$ cat src/rtl/dma_split_pkg.sv
package dma_split_pkg;
  typedef enum logic [1:0] {
    PH_IDLE = 2'd0,
    PH_SEND = 2'd1,
    PH_WAIT = 2'd2
  } phase_e;
endpackage

$ cat src/rtl/dma_split_plan.sv
// Computes the next piece from start, total and bytes already covered.
module dma_split_plan #(
  parameter int ADDR_W     = 16,
  parameter int LINE_BYTES = 4,
  parameter int LEN_W      = 5,
  parameter int OFF_W      = 2
) (
  input  logic [ADDR_W-1:0] start_addr,
  input  logic [LEN_W-1:0]  total_len,
  input  logic [LEN_W-1:0]  covered,
  output logic [ADDR_W-1:0] piece_addr,
  output logic [LEN_W-1:0]  piece_len,
  output logic [OFF_W-1:0]  piece_shift
);
  logic [LEN_W-1:0] room;
  logic [LEN_W-1:0] remain;

  always_comb begin
    piece_shift = (covered == '0) ? start_addr[OFF_W-1:0] : '0;
    room        = LEN_W'(LINE_BYTES) - LEN_W'(piece_shift);
    remain      = total_len - covered;
    piece_len   = (remain < room) ? remain : room;
    piece_addr  = start_addr + ADDR_W'(covered);
  end
endmodule

$ cat src/rtl/dma_split_wlanes.sv
// Places payload bytes onto the line lanes a piece covers.
module dma_split_wlanes #(
  parameter int LINE_BYTES = 4,
  parameter int MAX_LEN    = 16,
  parameter int LEN_W      = 5,
  parameter int OFF_W      = 2
) (
  input  logic [MAX_LEN*8-1:0]    payload,
  input  logic [LEN_W-1:0]        base,
  input  logic [OFF_W-1:0]        shift,
  input  logic [LEN_W-1:0]        count,
  output logic [LINE_BYTES*8-1:0] lanes
);
  for (genvar k = 0; k < LINE_BYTES; k++) begin : g_lane
    logic [7:0] lane_byte;
    always_comb begin
      int src;
      lane_byte = 8'h00;
      src = int'(base) + k - int'(shift);
      if (k >= int'(shift) && k < int'(shift) + int'(count) &&
          src >= 0 && src < MAX_LEN)
        lane_byte = payload[src*8 +: 8];
    end
    assign lanes[k*8 +: 8] = lane_byte;
  end
endmodule

$ cat src/rtl/dma_split_gather.sv
// Collects read bytes from each piece's line lanes into the response buffer.
module dma_split_gather #(
  parameter int LINE_BYTES = 4,
  parameter int MAX_LEN    = 16,
  parameter int LEN_W      = 5,
  parameter int OFF_W      = 2
) (
  input  logic                    clk,
  input  logic                    rst,
  input  logic                    clear,
  input  logic                    capture,
  input  logic [LINE_BYTES*8-1:0] line_data,
  input  logic [LEN_W-1:0]        base,
  input  logic [LEN_W-1:0]        count,
  input  logic [OFF_W-1:0]        shift,
  output logic [MAX_LEN*8-1:0]    buffer
);
  for (genvar j = 0; j < MAX_LEN; j++) begin : g_byte
    logic       hit;
    logic [7:0] pick;
    always_comb begin
      int lane;
      lane = j - int'(base) + int'(shift);
      hit  = (j >= int'(base)) && (j < int'(base) + int'(count)) &&
             (lane >= 0) && (lane < LINE_BYTES);
      pick = hit ? line_data[lane*8 +: 8] : 8'h00;
    end
    always_ff @(posedge clk) begin
      if (rst || clear)
        buffer[j*8 +: 8] <= 8'h00;
      else if (capture && hit)
        buffer[j*8 +: 8] <= pick;
    end
  end
endmodule

$ cat src/rtl/dma_line_splitter.sv
module dma_line_splitter #(
  parameter int ADDR_W     = 16,
  parameter int LINE_BYTES = 4,
  parameter int MAX_LEN    = 16,
  parameter int LEN_W      = $clog2(MAX_LEN + 1)
) (
  input  logic                    clk,
  input  logic                    rst,
  input  logic                    req_valid,
  input  logic                    req_write,
  input  logic                    req_need_rsp,
  input  logic [ADDR_W-1:0]       req_addr,
  input  logic [LEN_W-1:0]        req_len,
  input  logic [MAX_LEN*8-1:0]    req_wdata,
  output logic                    req_ack,
  output logic                    req_nack,
  output logic                    retry_ok,
  output logic                    dn_valid,
  input  logic                    dn_ready,
  output logic                    dn_write,
  output logic [ADDR_W-1:0]       dn_addr,
  output logic [LEN_W-1:0]        dn_len,
  output logic [LINE_BYTES*8-1:0] dn_wdata,
  input  logic                    dn_rvalid,
  input  logic [LINE_BYTES*8-1:0] dn_rdata,
  input  logic                    dn_wack,
  output logic                    rsp_valid,
  output logic                    rsp_write,
  output logic [MAX_LEN*8-1:0]    rsp_rdata,
  input  logic                    drain_req,
  output logic                    drain_wait,
  output logic                    drain_done
);
  import dma_split_pkg::*;

  localparam int OFF_W = $clog2(LINE_BYTES);

  phase_e              phase;
  logic                busy;
  logic [ADDR_W-1:0]   start_q;
  logic [LEN_W-1:0]    total_q;
  logic [LEN_W-1:0]    done_q;
  logic [LEN_W-1:0]    issued_q;
  logic                wr_q;
  logic                need_rsp_q;
  logic [MAX_LEN*8-1:0] wbuf_q;
  logic                retry_pend;
  logic                rsp_pend;

  logic                accept;
  logic                refuse;
  logic                piece_done;
  logic                finish;

  logic [ADDR_W-1:0]   p_start;
  logic [LEN_W-1:0]    p_total;
  logic [LEN_W-1:0]    p_covered;
  logic [MAX_LEN*8-1:0] p_payload;
  logic [ADDR_W-1:0]   nx_addr;
  logic [LEN_W-1:0]    nx_len;
  logic [OFF_W-1:0]    nx_shift;
  logic [LINE_BYTES*8-1:0] nx_lanes;

  logic [OFF_W-1:0]    rd_shift;
  logic [MAX_LEN*8-1:0] gathered;

  assign busy       = (phase != PH_IDLE);
  assign accept     = req_valid && !busy;
  assign refuse     = req_valid && busy;
  assign piece_done = (phase == PH_WAIT) && (wr_q ? dn_wack : dn_rvalid);
  assign finish     = piece_done && (issued_q == total_q);

  // While idle the plan looks at the incoming request; afterwards at the
  // latched request with everything issued so far counted as covered.
  assign p_start   = busy ? start_q  : req_addr;
  assign p_total   = busy ? total_q  : req_len;
  assign p_covered = busy ? issued_q : '0;
  assign p_payload = busy ? wbuf_q   : req_wdata;

  dma_split_plan #(
    .ADDR_W(ADDR_W), .LINE_BYTES(LINE_BYTES), .LEN_W(LEN_W), .OFF_W(OFF_W)
  ) u_plan (
    .start_addr (p_start),
    .total_len  (p_total),
    .covered    (p_covered),
    .piece_addr (nx_addr),
    .piece_len  (nx_len),
    .piece_shift(nx_shift)
  );

  dma_split_wlanes #(
    .LINE_BYTES(LINE_BYTES), .MAX_LEN(MAX_LEN), .LEN_W(LEN_W), .OFF_W(OFF_W)
  ) u_wlanes (
    .payload(p_payload),
    .base   (p_covered),
    .shift  (nx_shift),
    .count  (nx_len),
    .lanes  (nx_lanes)
  );

  assign rd_shift = (done_q == '0) ? start_q[OFF_W-1:0] : '0;

  dma_split_gather #(
    .LINE_BYTES(LINE_BYTES), .MAX_LEN(MAX_LEN), .LEN_W(LEN_W), .OFF_W(OFF_W)
  ) u_gather (
    .clk      (clk),
    .rst      (rst),
    .clear    (accept),
    .capture  (piece_done && !wr_q),
    .line_data(dn_rdata),
    .base     (done_q),
    .count    (issued_q - done_q),
    .shift    (rd_shift),
    .buffer   (gathered)
  );

  always_ff @(posedge clk) begin
    if (rst) begin
      phase      <= PH_IDLE;
      start_q    <= '0;
      total_q    <= '0;
      done_q     <= '0;
      issued_q   <= '0;
      wr_q       <= 1'b0;
      need_rsp_q <= 1'b0;
      wbuf_q     <= '0;
      dn_valid   <= 1'b0;
      dn_write   <= 1'b0;
      dn_addr    <= '0;
      dn_len     <= '0;
      dn_wdata   <= '0;
    end else begin
      unique case (phase)
        PH_IDLE: begin
          if (accept) begin
            start_q    <= req_addr;
            total_q    <= req_len;
            wr_q       <= req_write;
            need_rsp_q <= req_need_rsp;
            wbuf_q     <= req_wdata;
            done_q     <= '0;
            issued_q   <= nx_len;
            dn_valid   <= 1'b1;
            dn_write   <= req_write;
            dn_addr    <= nx_addr;
            dn_len     <= nx_len;
            dn_wdata   <= nx_lanes;
            phase      <= PH_SEND;
          end
        end
        PH_SEND: begin
          if (dn_ready) begin
            dn_valid <= 1'b0;
            phase    <= PH_WAIT;
          end
        end
        PH_WAIT: begin
          if (piece_done) begin
            done_q <= issued_q;
            if (finish) begin
              phase <= PH_IDLE;
            end else begin
              issued_q <= issued_q + nx_len;
              dn_valid <= 1'b1;
              dn_addr  <= nx_addr;
              dn_len   <= nx_len;
              dn_wdata <= nx_lanes;
              phase    <= PH_SEND;
            end
          end
        end
        default: phase <= PH_IDLE;
      endcase
    end
  end

  // Requester-side strobes, response and drain signalling.
  always_ff @(posedge clk) begin
    if (rst) begin
      req_ack    <= 1'b0;
      req_nack   <= 1'b0;
      retry_pend <= 1'b0;
      retry_ok   <= 1'b0;
      rsp_pend   <= 1'b0;
      rsp_valid  <= 1'b0;
      rsp_write  <= 1'b0;
      rsp_rdata  <= '0;
      drain_wait <= 1'b0;
      drain_done <= 1'b0;
    end else begin
      req_ack    <= accept;
      req_nack   <= refuse;
      retry_ok   <= finish && (retry_pend || refuse);
      retry_pend <= (retry_pend || refuse) && !finish;
      rsp_pend   <= finish && need_rsp_q;
      rsp_valid  <= rsp_pend;
      if (rsp_pend) begin
        rsp_rdata <= gathered;
        rsp_write <= wr_q;
      end
      drain_done <= (drain_req && (!busy || finish)) || (drain_wait && finish);
      drain_wait <= (drain_wait || (drain_req && busy)) && !finish;
    end
  end
endmodule

$ cat config.mk
export PLATFORM = sky130hd
export DESIGN_NAME = dma_line_splitter
export DESIGN_NICKNAME = d
export VERILOG_FILES = /design/src/rtl/dma_split_pkg.sv /design/src/rtl/dma_split_plan.sv /design/src/rtl/dma_split_wlanes.sv /design/src/rtl/dma_split_gather.sv /design/src/rtl/dma_line_splitter.sv
export SDC_FILE = /design/constraint.sdc
export NUM_CORES = 1
export LEC_CHECK = 0
export BUFFER_PORTS_ARGS = -buffer_cell sky130_fd_sc_hd__buf_2
export CORE_ASPECT_RATIO = 1.5
export CORE_MARGIN = 3
export CORE_UTILIZATION = 53
export CTS_CLUSTER_DIAMETER = 30
export DETAILED_ROUTE_END_ITERATION = 8
export PLACE_DENSITY = 0.77
export SETUP_SLACK_MARGIN = 0.05
export SYNTH_ARGS = -nofsm -noshare
export SYNTH_HDL_FRONTEND = slang
export SYNTH_HIERARCHICAL = 1
export SYNTH_SLANG_ARGS = --single-unit
$ cat constraint.sdc
create_clock -name clk -period 5.1 [get_ports clk]
set_clock_uncertainty 0.1 [all_clocks]
set_input_delay 1.02 -clock clk [delete_from_list [all_inputs] [get_ports clk]]
set_output_delay 1.02 -clock clk [all_outputs]
set_load 0.03 [all_outputs]
Yosys cells after proc, flatten, opt, wreduce, memory -nomap -nowiden. Index checks and enable logic that the tools add are counted.

Register bits: 482. Word-level logic and storage cells: 353. Input port bits: 190. Output and inout port bits: 190.

Multiplexer cells: 56. Order comparisons: 80. Shifts and indexed selects: 20. Reductions and logical operators: 106. Equality and inequality tests: 7. $add $sub $neg: 46.

Operators with widths (count): $ge 32x1->1 const B (20); $add 32x3->32 (16); $lt 32x4->1 const B (16); $shiftx 128x32->8 (4); $shiftx 32x32->8 (16); $lt 5x32->1 const A (8); $mux 8 (20); $lt 3x32->1 const A (4); $lt 32x6->1 const B (4); $lt 4x32->1 const A (4); $mux 128 (1); $mux 32 (3); $sub 32x3->32 (3); $logic_and 1x1->1 (87); $mux 16 (4); $pmux 32 s2 (1); $mux 5 (10); $sub 4x5->6 const A (8); $ge 4x5->1 const A (8); $lt 1x32->1 const A (1); $lt 2x32->1 const A (1); $pmux 16 s2 (1); $pmux 5 s2 (3); $sub 3x5->6 const A (4); 37 further kinds (68).

Longest topological paths before layout.
Word-level depth: 16. Depth in mapped cells: 24.

By module. Netlist, hierarchy kept.

Modules (own cells, without submodules): dma_line_splitter (area each 14476.4 um2, instances 1, cells each 1614); dma_split_gather (area each 8260.4 um2, instances 1, cells each 895); dma_split_wlanes (area each 4961.0 um2, instances 1, cells each 514); dma_split_plan (area each 663.1 um2, instances 1, cells each 85).

Least setup slack after synthesis. OpenSTA, ideal clock, no wires.

Path type: register to register. Start: register phase[1]. End: register dn_wdata[0]. Required time: 4.868 ns. Buffers on the path: 2. Slack: -0.434 ns. Setup time: 0.132 ns. Stages on the path, launching flop included: 24. Data arrival time: 5.302 ns. Path through: dfxtp_1 > nor2_1 > clkbuf_1 > buf_2 > nor2_1 > or4_4 > nor2_4 > nand2_2 > ha_1 > inv_1 > ha_1 > a21o_1 > a21oi_1 > o21ai_1 > nor3_4 > mux2_1 > fa_1 > nor2_1 > a21oi_1 > or3_1 > o31ai_1 > a211oi_1 > nand2_1 > a21oi_1.

Cells in the longest elaborated chain, start to end: 16. Elaborated cells between the ends (all ways): 37. Classes of those cells: 4 x add/sub; 5 x order compare; 4 x eq/ne; 1 x shift; 11 x mux; 12 x reduce/logical.

RTL lines: from (decl) (RTL line dma_line_splitter.sv:38) `phase_e phase;`; from (signal assigned) (RTL line dma_line_splitter.sv:119) `phase <= PH_IDLE;`; from (signal assigned) (RTL line dma_line_splitter.sv:148) `phase <= PH_SEND;`; from (signal assigned) (RTL line dma_line_splitter.sv:154) `phase <= PH_WAIT;`; $reduce_bool 2->1 (*) (RTL line dma_line_splitter.sv:67) `assign busy = (phase != PH_IDLE);`; $mux 5 (*) (RTL line dma_line_splitter.sv:77) `assign p_covered = busy ? issued_q : '0;`; via p_covered[1] (RTL line dma_line_splitter.sv:57) `logic [LEN_W-1:0] p_covered;`; $logic_not 5->1 (RTL line dma_split_plan.sv:19) `piece_shift = (covered == '0) ? start_addr[OFF_W-1:0] : '0;`; $mux 2 (RTL line dma_split_plan.sv:19); $sub 3x2->4 (RTL line dma_split_plan.sv:20) `room = LEN_W'(LINE_BYTES) - LEN_W'(piece_shift);`; $lt 5x5->1 (RTL line dma_split_plan.sv:22) `piece_len = (remain < room) ? remain : room;`; $mux 5 (*) (RTL line dma_split_plan.sv:22); via nx_len[1] (RTL line dma_line_splitter.sv:60) `logic [LEN_W-1:0] nx_len;`; [... 1 more ...]; $lt 1x32->1 (*) (RTL line dma_split_wlanes.sv:20) `if (k >= int'(shift) && k < int'(shift) + int'(count) &&`; $logic_and 1x1->1 (*) (2 in series) (RTL line dma_split_wlanes.sv:20); $logic_and 1x1->1 (*) (RTL line dma_split_wlanes.sv:21) `src >= 0 && src < MAX_LEN)`; $mux 8 (*) (RTL line dma_split_wlanes.sv:20); via nx_lanes[0] (RTL line dma_line_splitter.sv:62) `logic [LINE_BYTES*8-1:0] nx_lanes;`; $mux 32 (RTL line dma_line_splitter.sv:160) `if (finish) begin`; $mux 32 (RTL line dma_line_splitter.sv:158) `if (piece_done) begin`; $pmux 32 s2 (*) (RTL line dma_line_splitter.sv:133) `unique case (phase)`; to (signal assigned) (RTL line dma_line_splitter.sv:147) `dn_wdata <= nx_lanes;`; to (signal assigned) (RTL line dma_line_splitter.sv:167) `dn_wdata <= nx_lanes;`; to (decl) (RTL line dma_line_splitter.sv:23) `output logic [LINE_BYTES*8-1:0] dn_wdata,`.

Mark *: on every way through the listed nets, which the timed path passes. The rest lies on a longest branch. The select of a mux whose other input is x is not followed. A chain may end at the register's enable or synchronous reset.

Worst setup path in the final report.
Start: register phase[1]. End: register dn_wdata[18].

Cells in the longest elaborated chain, start to end: 16. Elaborated cells between the ends (all ways): 38. Classes of those cells: 5 x add/sub; 5 x order compare; 4 x eq/ne; 1 x shift; 11 x mux; 12 x reduce/logical.

RTL lines (RTL line): $reduce_bool 2->1 (*) (dma_line_splitter.sv:67); $mux 5 (*) (dma_line_splitter.sv:77); via p_covered[4] (dma_line_splitter.sv:57); $logic_not 5->1 (dma_split_plan.sv:19); $mux 2 (dma_split_plan.sv:19); $sub 3x2->4 (dma_split_plan.sv:20); $lt 5x5->1 (dma_split_plan.sv:22); $mux 5 (*) (dma_split_plan.sv:22); via nx_len[0] (dma_line_splitter.sv:60); [... 1 more ...]; $lt 3x32->1 (*) (dma_split_wlanes.sv:20); $logic_and 1x1->1 (*) (2 in series) (dma_split_wlanes.sv:20); $logic_and 1x1->1 (*) (dma_split_wlanes.sv:21); $mux 8 (*) (dma_split_wlanes.sv:20); via nx_lanes[18] (dma_line_splitter.sv:62); $mux 32 (dma_line_splitter.sv:160); $mux 32 (dma_line_splitter.sv:158); $pmux 32 s2 (*) (dma_line_splitter.sv:133).

Marks and branches as above.

==> qor.csv <==
stage;metric;value;unit
synthesis;synth-seq-cells;482;
worst_setup_path;crit_chain;or2_4 -> and2_4 -> or4_4 -> nor2_4 -> nand2_2 -> ha_4 -> inv_2 -> ha_4 -> a21o_1 -> a21oi_2 -> o21ai_2 -> nor3_4 -> buf_6 -> mux2i_4 -> ha_4 -> fa_1 -> a2111o_1 -> o211ai_1 -> clkbuf_16 -> nor2b_1 -> nand2_1 -> a21oi_2;
global_route;grt_first_pass_wirelength;143000;um
routing;drc_errors;0;
worst_setup_path;critPathTopFamily;simple AND/OR/NAND/NOR gates;
routing;vias;25700;
synthesis;yosys_warnings;6;
die;start_util;0.537;
sta;worst_slew_pin_slew;1220;ps
synthesis;synth_top_area_cell;dfxtp_1;
global_route;grt_pass1_vias;24900;
sta;max_freq;200;MHz
sta;post-route-min-period;5010;ps
layout;syn_to_final_growth;20.0;%
worst_setup_path;cp.arrival;5350;ps
synthesis;synth_most_common_cell;nand2_1;
sta;maxSlewHeadroom;0.185;
clock_tree;htree_levels;3;
synthesis;yosysSeqAreaShare;0.340;
clock_tree;worstSkewPairLatency;640;ps
place;port_buffers;379;
layout;drive_gt1_frac;0.284;
flow_run;max_cap_violations;0;
routing;viasPerCell;6.12;
die;io-pin-count;380;
worst_setup_path;critPathCaptureType;flip-flop;
clock_tree;cts.sinks;482;
clock_tree;ctsHoldBuffers;0;
routing;first_pass_iters;8;
die;core_area;52800;sq um
synthesis;netlist_top_cells_area;dfxtp_1 34%, mux4_2 12%, nand2_1 9.1%;
sta;hold_viol;0;
routing;wl_per_cell;22.9;um
sta;fin_crit_sh;0.982;
die;die_w;195;um
sta;setup_tns;0;ps
synthesis;synthSimpleGateAreaFrac;0.183;
synthesis;synth_xor_area_frac;0.0226;
synthesis;synthFlopType;dfxtp_1;
worst_setup_path;path_buf_inv;3;
synthesis;synthTopCellsByCount;691 x nand2_1, 482 x dfxtp_1, 288 x a21oi_1, 244 x mux2i_1, 204 x nor2_1;
routing;drt_iter0_markers;2245;
layout;nFillCells;4328;
global_route;grt_max_degree;211;
worst_setup_path;path_max_fanout;8;
layout;nets;3722;
die;die_height;289;um
synthesis;synth_adder_area_share;0.0414;
synthesis;synth_compound_area_frac;0.103;
power;seq_power_share;0.292;
synthesis;synthMuxAreaShare;0.267;
power;peakVddDrop;393;uV
clock_tree;clk_pin_slew;60;ps
global_route;overflow;0;
place;hpwl;69100;um
power;p_per_area;404;nW/um^2
clock_tree;cts_tree;built;
layout;final-seq-area;9650;sq um
power;swShare;0.332;
outcome;status;finished clean;
worst_setup_path;path_class;reg2reg;
power;switchingPower;4560;uW
routing;drt_wl_total;96200;um
power;p_comb_frac;0.311;
layout;multi_input_area;17700;sq um
synthesis;syn_area_per_cell;9.13;sq um
global_route;grt_antenna_before_repair;5;
sta;maxSlewViolCount;0;
routing;ant_nets;0;
sta;rsz0062_at_grt;yes;
synthesis;synth_top_area_share;0.340;
worst_setup_path;cpPeakStageDelay;550;ps
synthesis;synth_top_family_by_area;multiplexers;
synthesis;syn_inst;3108;
clock_tree;cts-root-buf;clkbuf_16;
place;gp_congestion;1.03;
synthesis;async_flop_share;0;
worst_setup_path;crit_slowest_cell;or4_4;
die;die_area;56400;sq um
worst_setup_path;required;5440;ps
synthesis;synth_area;28400;sq um
die;placementRows;103;
power;p_leak;0.0137;uW
min_path;hold_class;reg2reg;
worst_setup_path;startpoint_type;flip-flop;
sta;setup_viol;0;
clock_tree;cts_buffer_depth;3;
worst_setup_path;worst_path_most_repeated_cell;ha_4;
global_route;grt_usage;0.326;
synthesis;synth_cell_type_count;108;
synthesis;synth_edf_count;0;
layout;post-route-util;0.644;
clock_tree;cts_made_buffers;78;
power;clkPwrFrac;0.398;
power;p_int;9180;uW
==> power groups by stage <==
stage | combinational (uW) | sequential (uW) | clock (uW)
detailed placement | 3960 | 4080 | 0
CTS | 4010 | 4000 | 5530
floorplan | 2690 | 4140 | 0
finish | 4270 | 4000 | 5460
global placement | 3930 | 4070 | 0
global route | 4470 | 4010 | 5690
==> worst reg2reg max path, stage by stage (launching register included) <==
cell	delay, ps
dfxtp_2	320
or2_4	270
and2_4	160
or4_4	550
nor2_4	150
nand2_2	90
ha_4	280
inv_2	40
ha_4	210
a21o_1	170
a21oi_2	160
o21ai_2	90
nor3_4	210
buf_6	140
mux2i_4	270
ha_4	180
fa_1	420
a2111o_1	460
o211ai_1	170
clkbuf_16	230
nor2b_1	50
nand2_1	70
a21oi_2	50
==> registers in the layout (all words and copies together), names as in the netlist, 2 cells and up <==
name / count
dn_addr: 16
dn_len: 5
dn_wdata: 32
done_q: 5
issued_q: 5
phase: 2
rsp_rdata: 128
start_q: 16
total_q: 5
u_gather/buffer: 128
wbuf_q: 128
==> routing by layer <==
layer | part of all wire | vias up | wire [um] | GRT usage
li1 | - | 11700 | - | -
met4 | 0.099 | 0 | 9510 | 0.274
met3 | 0.079 | 456 | 7560 | 0.0629
met5 | 0 | - | 0 | 0
met1 | 0.33 | 12100 | 31600 | 0.339
met2 | 0.49 | 1446 | 47500 | 0.569
==> area by class of cell <==
cell class	count	area share
Multi-Input combinational cell	2348	0.520
Antenna cell	9	0.000662
Clock buffer	94	0.0624
Timing Repair Buffer	480	0.0832
Clock inverter	47	0.0186
Inverter	56	0.00625
Tap cell	682	0.0251
Sequential cell	482	0.284
==> stage by stage <==
stage | power, uW | hold slack (ps) | worst slack [ps] | cell area [sq um] | instances
after floorplan | 6830 | 332 | 67.2 | 28400 | 3109
after global placement | 8000 | 339 | -257 | 31000 | 4039
after detailed placement | 8040 | 343 | -376 | 31000 | 4039
after CTS | 13500 | 351 | 60.6 | 33800 | 4182
after global routing | 14200 | 364 | -41.7 | 34000 | 4194
final | 13700 | 350 | 90.4 | 34000 | 4198
==> timing repair <==
item / 4_1_cts / 5_1_grt
endpoints found under the setup margin: 30 / 33
resized for setup: 4 / 28
buffers inserted: 2 / 6
gates cloned: 0 / 1
pin swaps: 2 / 14
==> layout by cell type, fill, tap and decap left out, types with 30 or more instances in the layout <==
cell / count
nand2_1: 690
dfxtp_1: 480
buf_2: 378
a21oi_1: 283
mux2i_1: 243
nor2_1: 202
mux2_2: 151
mux4_2: 150
buf_4: 87
clkbuf_16: 81
ha_1: 67
nand3_1: 62
xnor2_1: 54
inv_1: 51
nor2b_1: 44
o21ai_0: 30
==> cell families after synthesis <==
family | Yosys count
AND/OR/NAND/NOR | 1183
multiplexers | 549
flip-flops | 482
AO/OA/AOI/OAI | 459
buffers and inverters | 279
adder cells (fa/ha/maj) | 86
XOR/XNOR | 69
other | 1
==> final timing paths <==
| check | startpoint | to | slack (ps) | depth (start not counted) |
|---|---|---|---|---|
| worst max register to register | phase[1]$_SDFFE_PP0P_ | dn_wdata[18]$_SDFFE_PP0P_ | 90 | 22 |
| worst min-delay path | dn_addr[3]$_SDFFE_PP0P_ | dn_addr[3]$_SDFFE_PP0P_ | 350 | 2 |
| worst min register to register | dn_addr[3]$_SDFFE_PP0P_ | dn_addr[3]$_SDFFE_PP0P_ | 350 | 2 |
| worst max-delay path | phase[1]$_SDFFE_PP0P_ | dn_wdata[18]$_SDFFE_PP0P_ | 90 | 22 |
Note: power is estimated with default switching activity, not from simulation.
